===== src/rtl/oneshot_cfg_wdt_pkg.sv =====
package oneshot_cfg_wdt_pkg;

  // Field layout of the control word (fixed by the register format).
  localparam int RELOAD_W   = 12;
  localparam int MODE_W     = 2;
  localparam int CFG_W      = RELOAD_W + 2 + MODE_W;
  localparam int PRE_BIT    = RELOAD_W;
  localparam int EN_BIT     = RELOAD_W + 1;
  localparam int MODE_LSB   = RELOAD_W + 2;
  localparam logic [MODE_W-1:0] MODE_IRQ = 2'd2;

  typedef struct packed {
    logic [MODE_W-1:0]   mode;
    logic                enable;
    logic                prescale;
    logic [RELOAD_W-1:0] reload;
  } wdt_cfg_t;

  function automatic wdt_cfg_t unpack_cfg(input logic [CFG_W-1:0] word);
    wdt_cfg_t c;
    c.reload   = word[RELOAD_W-1:0];
    c.prescale = word[PRE_BIT];
    c.enable   = word[EN_BIT];
    c.mode     = word[MODE_LSB +: MODE_W];
    return c;
  endfunction

  function automatic logic routes_to_irq(input logic [MODE_W-1:0] mode);
    return (mode == MODE_IRQ);
  endfunction

  // Clock edges from the accepting write edge to the expiry edge.
  function automatic longint unsigned expiry_edges(input int unsigned reload,
                                                   input logic pre,
                                                   input int unsigned div);
    longint unsigned per_step;
    per_step = pre ? 2 * longint'(div) : 2;
    return per_step * reload + 1;
  endfunction

endpackage


===== src/rtl/oneshot_cfg_wdt_cfg.sv =====
module oneshot_cfg_wdt_cfg
  import oneshot_cfg_wdt_pkg::*;
(
  input  logic             clk,
  input  logic             rst_n,
  input  logic             wr_hit,
  input  logic [CFG_W-1:0] wr_word,
  output wdt_cfg_t         cfg,
  output logic             locked,
  output logic             cfg_wr,
  output logic             retrig
);

  assign cfg_wr = wr_hit && !locked;
  assign retrig = wr_hit;

  always_ff @(posedge clk) begin
    if (!rst_n) begin
      cfg    <= '0;
      locked <= 1'b0;
    end else if (cfg_wr) begin
      cfg    <= unpack_cfg(wr_word);
      locked <= 1'b1;
    end
  end

endmodule


===== src/rtl/oneshot_cfg_wdt_tick.sv =====
module oneshot_cfg_wdt_tick #(
  parameter int DIV = 16384
) (
  input  logic clk,
  input  logic rst_n,
  input  logic restart,
  input  logic pre_sel,
  output logic half_en,
  output logic step
);

  logic phase;

  // Half-rate enable, phase realigned by every restart.
  always_ff @(posedge clk) begin
    if (!rst_n || restart) phase <= 1'b0;
    else                   phase <= ~phase;
  end
  assign half_en = phase;

  generate
    if (DIV <= 1) begin : g_nodiv
      assign step = half_en;
    end else begin : g_div
      localparam int PW = $clog2(DIV);
      localparam logic [PW-1:0] LAST = PW'(DIV - 1);
      logic [PW-1:0] pcnt;
      logic          wrap;

      assign wrap = (pcnt == LAST);

      always_ff @(posedge clk) begin
        if (!rst_n || restart || !pre_sel) pcnt <= '0;
        else if (half_en)                  pcnt <= wrap ? '0 : pcnt + 1'b1;
      end

      assign step = half_en && (!pre_sel || wrap);
    end
  endgenerate

endmodule


===== src/rtl/oneshot_cfg_wdt_count.sv =====
module oneshot_cfg_wdt_count
  import oneshot_cfg_wdt_pkg::*;
(
  input  logic                clk,
  input  logic                rst_n,
  input  logic                restart,
  input  logic [RELOAD_W-1:0] load_val,
  input  logic                run,
  input  logic                step,
  output logic [RELOAD_W-1:0] count,
  output logic                fired
);

  logic at_zero;
  assign at_zero = (count == '0);

  always_ff @(posedge clk) begin
    if (!rst_n) begin
      count <= '0;
      fired <= 1'b0;
    end else if (restart) begin
      count <= load_val;
      fired <= 1'b0;
    end else begin
      if (run && step && !at_zero) count <= count - 1'b1;
      if (run && at_zero)          fired <= 1'b1;
    end
  end

endmodule


===== src/rtl/oneshot_cfg_wdt.sv =====
module oneshot_cfg_wdt
  import oneshot_cfg_wdt_pkg::*;
#(
  parameter int ADDR_W       = 8,
  parameter int DATA_W       = 32,
  parameter int REG_OFFSET   = 0,
  parameter int PRESCALE_DIV = 16384
) (
  input  logic              clk,
  input  logic              rst_n,
  input  logic              wr_en,
  input  logic [ADDR_W-1:0] wr_addr,
  input  logic [DATA_W-1:0] wr_data,
  output logic              irq,
  output logic              rst_req
);

  localparam logic [ADDR_W-1:0] OFFS = ADDR_W'(REG_OFFSET);

  logic                wr_hit;
  logic [CFG_W-1:0]    wr_word;
  wdt_cfg_t            cfg;
  logic                locked;
  logic                cfg_wr;
  logic                retrig;
  logic                run;
  logic                half_en;
  logic                step;
  logic [RELOAD_W-1:0] load_val;
  logic [RELOAD_W-1:0] count;
  logic                fired;
  logic [CFG_W-1:0]    cfg_bits;
  logic                unused_hi;

  assign wr_hit    = wr_en && (wr_addr == OFFS);
  assign wr_word   = wr_data[CFG_W-1:0];
  assign unused_hi = ^wr_data[DATA_W-1:CFG_W];
  assign cfg_bits  = cfg;

  oneshot_cfg_wdt_cfg u_cfg (
    .clk     (clk),
    .rst_n   (rst_n),
    .wr_hit  (wr_hit),
    .wr_word (wr_word),
    .cfg     (cfg),
    .locked  (locked),
    .cfg_wr  (cfg_wr),
    .retrig  (retrig)
  );

  // The setup write carries its own reload count; later writes use the stored one.
  assign load_val = cfg_wr ? unpack_cfg(wr_word).reload : cfg.reload;
  assign run      = locked && cfg.enable;

  oneshot_cfg_wdt_tick #(.DIV(PRESCALE_DIV)) u_tick (
    .clk     (clk),
    .rst_n   (rst_n),
    .restart (retrig),
    .pre_sel (cfg.prescale),
    .half_en (half_en),
    .step    (step)
  );

  oneshot_cfg_wdt_count u_count (
    .clk      (clk),
    .rst_n    (rst_n),
    .restart  (retrig),
    .load_val (load_val),
    .run      (run),
    .step     (step),
    .count    (count),
    .fired    (fired)
  );

  assign irq     = fired &&  routes_to_irq(cfg.mode);
  assign rst_req = fired && !routes_to_irq(cfg.mode);

endmodule


===== config.mk =====
export PLATFORM = sky130hd
export DESIGN_NAME = oneshot_cfg_wdt
export DESIGN_NICKNAME = d
export VERILOG_FILES = /design/src/rtl/oneshot_cfg_wdt_pkg.sv /design/src/rtl/oneshot_cfg_wdt_cfg.sv /design/src/rtl/oneshot_cfg_wdt_tick.sv /design/src/rtl/oneshot_cfg_wdt_count.sv /design/src/rtl/oneshot_cfg_wdt.sv
export SDC_FILE = /design/constraint.sdc
export NUM_CORES = 1
export LEC_CHECK = 0
export BUFFER_PORTS_ARGS = -buffer_cell sky130_fd_sc_hd__buf_2
export CAP_MARGIN = 20
export CELL_PAD_IN_SITES_DETAIL_PLACEMENT = 1
export CELL_PAD_IN_SITES_GLOBAL_PLACEMENT = 1
export CORE_MARGIN = 5
export CORE_UTILIZATION = 38
export CTS_BUF_LIST = sky130_fd_sc_hd__clkbuf_2
export DETAILED_ROUTE_END_ITERATION = 8
export PLACE_DENSITY_LB_ADDON = 0.1
export SLEW_MARGIN = 20
export SYNTH_ARGS = -nofsm -noshare
export SYNTH_HDL_FRONTEND = slang
export SYNTH_SLANG_ARGS = --single-unit

===== constraint.sdc =====
create_clock -name clk -period 1.8 [get_ports clk]
set_clock_uncertainty 0.05 [all_clocks]
set_input_delay 0.18 -clock clk [delete_from_list [all_inputs] [get_ports clk]]
set_output_delay 0.18 -clock clk [all_outputs]
set_load 0.005 [all_outputs]

==> out/qor.yml, run 1 <==
post_synth_main_area_contributors: "sky130_fd_sc_hd__dfxtp_1 41%, sky130_fd_sc_hd__nand2_1 6.8%, sky130_fd_sc_hd__mux2_2 6.1%"
dr.pass1.iters: 4
hold_slack_ps: 160
end_kind: "flop"
insertion_delay_ps: 400
routed_wl_um: 7290
power.combinational.fraction_pct: 8.0
crit_top_cell: "sky130_fd_sc_hd__buf_4"
cell_by_cell_listing_of_the_critical_path: "nand4_1 -> buf_4 -> nor4_4 -> o21ai_4 -> buf_4 -> buf_4 -> o41ai_2 -> a31oi_1"
fin_ws_ps: -299
post-place-cells: 395
fp.dieH_um: 86.4
timing.hold.worst.class: "primary input to flop"
clock_sinks: 45
floorplan.die_area_um2: 7470
final_layout_size_suffix_gt1_share_pct: 41.0
netSwitchingFraction_pct: 23.8
cts_tree: "built"
synth_async_reset_ratio_pct: 0
criticalPathCategory: "flop to flop"
clock_tree.root_cell: "sky130_fd_sc_hd__clkbuf_2"
ys_dominant_reg_cell: "sky130_fd_sc_hd__dfxtp_1"
worst_path_largest_cell_delay_ps: 380
total_leakage_power_nw: 1.22
die-width_um: 86.4
pre_cts_slack_ps: -171
insertedDiodeCount: 0
fmaxAchievable_mhz: 476
violations: "setup timing"
synthesized_cell_area_um2: 2220
syn_to_final_growth_pct: 48.0
mappedNetlistNets: 310
power.density_cell_area_nw_per_um2: 466
netlist-cell-type-count: 40
internal_power_w: 0.00117
postLayoutCoreUtil_pct: 58.6
design_area_um2: 3280
power_frac_seq_pct: 65.7
dominant_cell_type_by_area_after_synthesis: "sky130_fd_sc_hd__dfxtp_1"
grt_first_pass_wirelength_um: 11200
gp_congestion: 0.777
synth.cells.most_frequent: "45 x sky130_fd_sc_hd__dfxtp_1, 40 x sky130_fd_sc_hd__nand2_1, 23 x sky130_fd_sc_hd__nor2_1"
cts-htree-levels: 2
final.min_clock_period_ps: 2100
switchingPower_w: 0.000364
dpl_cell_area_um2: 2790
yosys_warnings: 0
cp-start-kind: "flop"
slowest_stage: "sky130_fd_sc_hd__dfxtp_2"
synth.ff_latch_count: 45
min_period_over_period_pct: 117
instances_no_fill: 428
post-synth-top-count-cell: "sky130_fd_sc_hd__dfxtp_1"
detail_route.iter0.violations: 85
design.final.nets: 402
setup_viol: 10
floorplan.initialDensity_pct: 39.6
synth_top_area_share_pct: 40.6
placeableCoreArea_um2: 5610
hpwl_after_dpl_um: 4470
grt_start_max_net_pins: 31
worst_slew_pin_slew_ps: 429
antenna_left: 0
hold_viol_final: 0
vias_in_the_first_global_route: 2358
max-cap-violations: 0
clock_power_share_pct: 26.3
drcViolationCount: 0
grt-ovfl-total: 0
ioPinCount: 45
vias_per_cell: 5.33
floorplan.rows: 27
cp.required_ps: 2060
timing_max_transition_violations_final: 0
irDropWorstVdd_uv: 252
clock_transition_at_the_registers_of_the_reported_paths_ps: 220
tritoncts.num_buffers: 5
synth_sequential_area_ratio_pct: 40.6
route.detailed.wl_per_inst_um: 17.0
synthesis.instances: 264
status: "complete, but fails checks"
groute.usage.overall_pct: 18.5
timing.critical_path.fanout_max: 6
tightest_slew_margin_relative_to_the_limit_pct: 71.3
clockBufferDepth: 2
setup_repair_after_global_routing_missed_its_margin: "yes"
buffer_ports.inserted: 28
syn_avg_cell_area_um2: 8.41
synth_enable_flop_cells: 0
antenna_violations_before_repair: 0
worst-endpoint-arrival_ps: 2360
dr_total_vias: 2283
==> worst max-delay path, delay by kind of cell (launching register included) <==
| kind | cells | cell delay, ps |
|---|---|---|
| flip-flops | 1 | 380 |
| buffers and inverters | 3 | 520 |
| AND/OR/NAND/NOR | 2 | 450 |
| AO/OA/AOI/OAI | 3 | 610 |
==> what timing repair did <==
item / in CTS / in global routing
resized for setup: 15 / 33
hold buffers: 16 / 0
buffers inserted: 5 / 7
pin swaps: 15 / 16
hold endpoints to repair: 16 / 0
setup endpoints to repair: 22 / 23
==> through the flow <==
step	TNS [ps]	total power (W)
detailed placement	-715	0.00111
global route	-3150	0.00160
global placement	-441	0.00111
CTS	-317	0.00155
floorplan	-118	0.00106
finish	-1630	0.00153
==> placed cells by master, fill, tap and decap left out, types with 3 or more instances in the layout <==
| master | count |
|---|---|
| sky130_fd_sc_hd__inv_1 | 4 |
| sky130_fd_sc_hd__nand3_1 | 4 |
| sky130_fd_sc_hd__buf_6 | 5 |
| sky130_fd_sc_hd__mux2_2 | 12 |
| sky130_fd_sc_hd__clkbuf_2 | 6 |
| sky130_fd_sc_hd__a211oi_2 | 3 |
| sky130_fd_sc_hd__nand4_1 | 8 |
| sky130_fd_sc_hd__nand2b_1 | 4 |
| sky130_fd_sc_hd__or4_4 | 3 |
| sky130_fd_sc_hd__or4_1 | 4 |
| sky130_fd_sc_hd__o31ai_1 | 3 |
| sky130_fd_sc_hd__nor3_1 | 6 |
| sky130_fd_sc_hd__ha_4 | 3 |
| sky130_fd_sc_hd__nand2_1 | 39 |
| sky130_fd_sc_hd__dlygate4sd3_1 | 16 |
| sky130_fd_sc_hd__buf_2 | 28 |
| sky130_fd_sc_hd__o21ai_0 | 13 |
| sky130_fd_sc_hd__a21boi_0 | 17 |
| sky130_fd_sc_hd__a31oi_1 | 4 |
| sky130_fd_sc_hd__dfxtp_1 | 36 |
| sky130_fd_sc_hd__nor2_1 | 20 |
| sky130_fd_sc_hd__dfxtp_2 | 9 |
| sky130_fd_sc_hd__buf_4 | 48 |
| sky130_fd_sc_hd__a21oi_1 | 6 |
| sky130_fd_sc_hd__xnor2_1 | 4 |
| sky130_fd_sc_hd__xor2_1 | 10 |
==> worst paths after layout <==
kind | start | to | slack [ps] | depth (start not counted)
setup / recovery | u_tick.g_div.pcnt[4] | u_count.count[3] | -300 | 8
hold / removal | rst_n | u_tick.g_div.pcnt[0] | 160 | 4
setup reg to reg | u_tick.g_div.pcnt[4] | u_count.count[3] | -300 | 8
hold reg to reg | u_cfg.cfg[7] | u_cfg.cfg[7] | 430 | 2
==> routing by layer <==
layer	up-vias	wire length (um)	global-route usage [%]	part of all wire (%)
met3	12	229	3.80	3.1
met2	36	3530	30.9	48
met4	0	130	4.96	1.8
met5	-	0	0	0
li1	1122	-	-	-
met1	1113	3410	24.2	47
==> cells by family after synthesis <==
logic type | count (synthesis) | synth area share (%)
and+or+nand+nor | 111 | 24.8
AOI/OAI and AO/OA | 59 | 17.7
DFF | 45 | 40.6
buffers and inverters | 19 | 3.21
xor gates and xnor gates | 15 | 5.92
muxes | 12 | 6.09
adders and majority gates | 3 | 1.69
==> state kept, by name, summed over array words and instances, names as in the netlist <==
signal,cells
u_cfg.cfg,16
u_cfg.locked,1
u_count.fired,1
u_tick.half_en,1
u_tick.g_div.pcnt,14
u_count.count,12
==> power groups by stage <==
| stage | logic, W | clock network [W] | registers, W |
|---|---|---|---|
| detailed placement | 0.0000886 | 0 | 0.00102 |
| global placement | 0.0000864 | 0 | 0.00102 |
| CTS | 0.000116 | 0.000428 | 0.00100 |
| floorplan | 0.0000428 | 0 | 0.00102 |
| global route | 0.000134 | 0.000462 | 0.00101 |
| finish | 0.000123 | 0.000402 | 0.00100 |
==> cell type report <==
type                    count  area, um^2
multi-input cells         200        1480
inverters                   6        27.5
repair buffers             98         737
flip-flops and latches     45         912
well taps                  72        90.1
clock inverters             1        3.75
fillers                   664        2320
clock buffers               6        30.0
No activity file was read; power rests on OpenSTA's default activity.
==> run 2: changes to the inputs <==
RECOVER_POWER = 50   (was default)
==> out/qor.yml, run 2 (same netlist as run 1, synthesis figures left out) <==
status: "complete, but fails checks"
violations: "setup timing"
min_period_over_period_pct: 117  # about the same
final.setup.tns_ps: -1630  # +0.330 ps
worst-endpoint-arrival_ps: 2360  # about the same
power.density_cell_area_nw_per_um2: 466  # about the same
insertedDiodeCount: 0  # unchanged
clock_transition_at_the_registers_of_the_reported_paths_ps: 220  # about the same
final_layout_size_suffix_gt1_share_pct: 40.7  # -0.28 points
hold-path-endpoint: "u_tick.g_div.pcnt[0]"
gp_congestion: 0.777  # unchanged
dr_total_vias: 2284  # +0.044%
floorplan.die_area_um2: 7470  # unchanged
timing_max_transition_violations_final: 0  # unchanged
hold_viol_final: 0  # unchanged
cell_by_cell_listing_of_the_critical_path: "nand4_1 -> buf_4 -> nor4_4 -> o21ai_4 -> buf_4 -> buf_4 -> o41ai_2 -> a31oi_1"
antenna_violations_before_repair: 0  # unchanged
insertion_delay_ps: 400  # about the same
instances_no_fill: 428  # unchanged
irDropWorstVdd_uv: 251  # about the same
buffer_ports.inserted: 28  # unchanged
startpoint_of_the_lowest_slack_hold_path: "rst_n"
criticalPathCategory: "flop to flop"
clockBufferDepth: 2  # unchanged
route.detailed.wl_per_inst_um: 17.0  # unchanged
min_path_cells: 4  # unchanged
vias_per_cell: 5.34  # about the same
clock_tree.root_cell: "sky130_fd_sc_hd__clkbuf_2"
worst_path_largest_cell_delay_ps: 380  # about the same
final.min_clock_period_ps: 2100  # -0.0300 ps
startpoint_of_the_worst_register_to_register_path: "u_tick.g_div.pcnt[4]"
placeableCoreArea_um2: 5610  # unchanged
crit_family: "compound AO/OA/AOI/OAI gates"
grt_start_max_net_pins: 31  # unchanged
cp-start-kind: "flop"
vias_in_the_first_global_route: 2358  # unchanged
worstPathBufferInverterCount: 3  # unchanged
setup_viol: 10  # unchanged
postLayoutCoreUtil_pct: 58.5  # -0.067 points
fmaxAchievable_mhz: 476  # about the same
slowest_stage: "sky130_fd_sc_hd__dfxtp_2"
cts-htree-levels: 2  # unchanged
r2r.worst_path.cells: 8  # unchanged
worstReg2RegEnd: "u_count.count[3]"
detail_route.iter0.violations: 91  # +7.1%
crit_top_cell: "sky130_fd_sc_hd__buf_4"
timing.reg2reg.setup_slack_ps: -300  # about the same
dr.pass1.iters: 4  # unchanged
grt_first_pass_wirelength_um: 11200  # unchanged
worst_slew_pin_slew_ps: 429  # +0.000954 ps
total_leakage_power_nw: 1.22  # -0.32%
floorplan.rows: 27  # unchanged
timing.hold.worst.class: "primary input to flop"
cp.required_ps: 2060  # about the same
largest_reg_flops: 16  # unchanged
fp.dieH_um: 86.4  # unchanged
hpwl_after_dpl_um: 4470  # unchanged
layout_commonest_cell: "sky130_fd_sc_hd__buf_4"
groute.usage.overall_pct: 18.5  # unchanged
design.final.nets: 402  # unchanged
end_kind: "flop"
timing.critical_path.fanout_max: 6  # unchanged
reg_top3: "u_cfg.cfg (16), u_tick.g_div.pcnt (14), u_count.count (12)"
routed_wl_um: 7290  # unchanged
fin_ws_ps: -299  # +0.0300 ps
post-place-cells: 395  # unchanged
grt-ovfl-total: 0  # unchanged
registers.top_by_ff_count: "u_cfg.cfg"
max-cap-violations: 0  # unchanged
antenna_left: 0  # unchanged
cts_tree: "built"
floorplan.initialDensity_pct: 39.6  # unchanged
ioPinCount: 45  # unchanged
tritoncts.num_buffers: 5  # unchanged
drcViolationCount: 0  # unchanged
tightest_slew_margin_relative_to_the_limit_pct: 71.3  # about the same
layout_common_cells: "47 x sky130_fd_sc_hd__buf_4, 39 x sky130_fd_sc_hd__nand2_1, 36 x sky130_fd_sc_hd__dfxtp_1, 28 x sky130_fd_sc_hd__buf_2, 20 x sky130_fd_sc_hd__nor2_1"
clock_sinks: 45  # unchanged
layout.filler_cells: 664  # unchanged
setup_repair_after_global_routing_missed_its_margin: "yes"
die-width_um: 86.4  # unchanged
syn_to_final_growth_pct: 47.8
==> run 2: worst max path at each step <==
stage                               from                end  cells after the start
finish              u_tick.g_div.pcnt[4]   u_count.count[3]                      8
global route        u_tick.g_div.pcnt[5]   u_count.count[3]                      8
detailed placement      u_count.count[0]   u_count.count[7]                      7
floorplan               u_count.count[5]  u_count.count[10]                      4
CTS                 u_tick.g_div.pcnt[1]   u_count.count[7]                      6
global placement    u_tick.g_div.pcnt[6]   u_count.count[7]                      5
==> run 2: layout make-up <==
cell class	instances	area, um^2	share of cell area [%]
multi-input combinational	200	1480	45.2
sequential	45	912	27.8
timing repair buffer	98	733	22.3
tap	72	90.1	2.75
clock buffer	6	30.0	0.915
inverter	6	27.5	0.839
clock inverter	1	3.75	0.114
==> run 2: power breakdown <==
part           switching [W]  internal, W
Combinational      0.0000486    0.0000727
Clock               0.000312    0.0000907
Sequential        0.00000399      0.00100
Total               0.000364      0.00116
==> run 2: tightest hold or removal path: cells and delay by family <==
kind | cells | cell delay, ps
AO/OA/AOI/OAI | 1 | 40
buffers and inverters | 2 | 270
AND/OR/NAND/NOR | 1 | 110
==> run 2: repair_timing <==
action | 4_1_cts | 5_1_grt
setup buffers | 5 | 7
setup endpoints to repair | 22 | 23
pin swaps | 15 | 16
gates resized for setup | 15 | 33
hold endpoints to repair | 16 | 0
hold buffers | 16 | 0
==> run 2: per-layer routing <==
layer,wire length [um],track usage (%)
met2,3530,30.9
met5,0,0
met3,229,3.80
met1,3410,24.2
met4,130,4.96
==> run 2: per-stage QoR <==
stage                     total power, W  setup WS (ps)  hold slack (ps)  cell area, um^2
final                            0.00153           -299              160             3280
after global routing             0.00160           -417              155             3280
after CTS                        0.00155          -88.2              115             3090
after detailed placement         0.00111           -171              396             2790
after global placement           0.00111          -93.0              384             2790
after floorplan                  0.00106          -66.4              275             2260
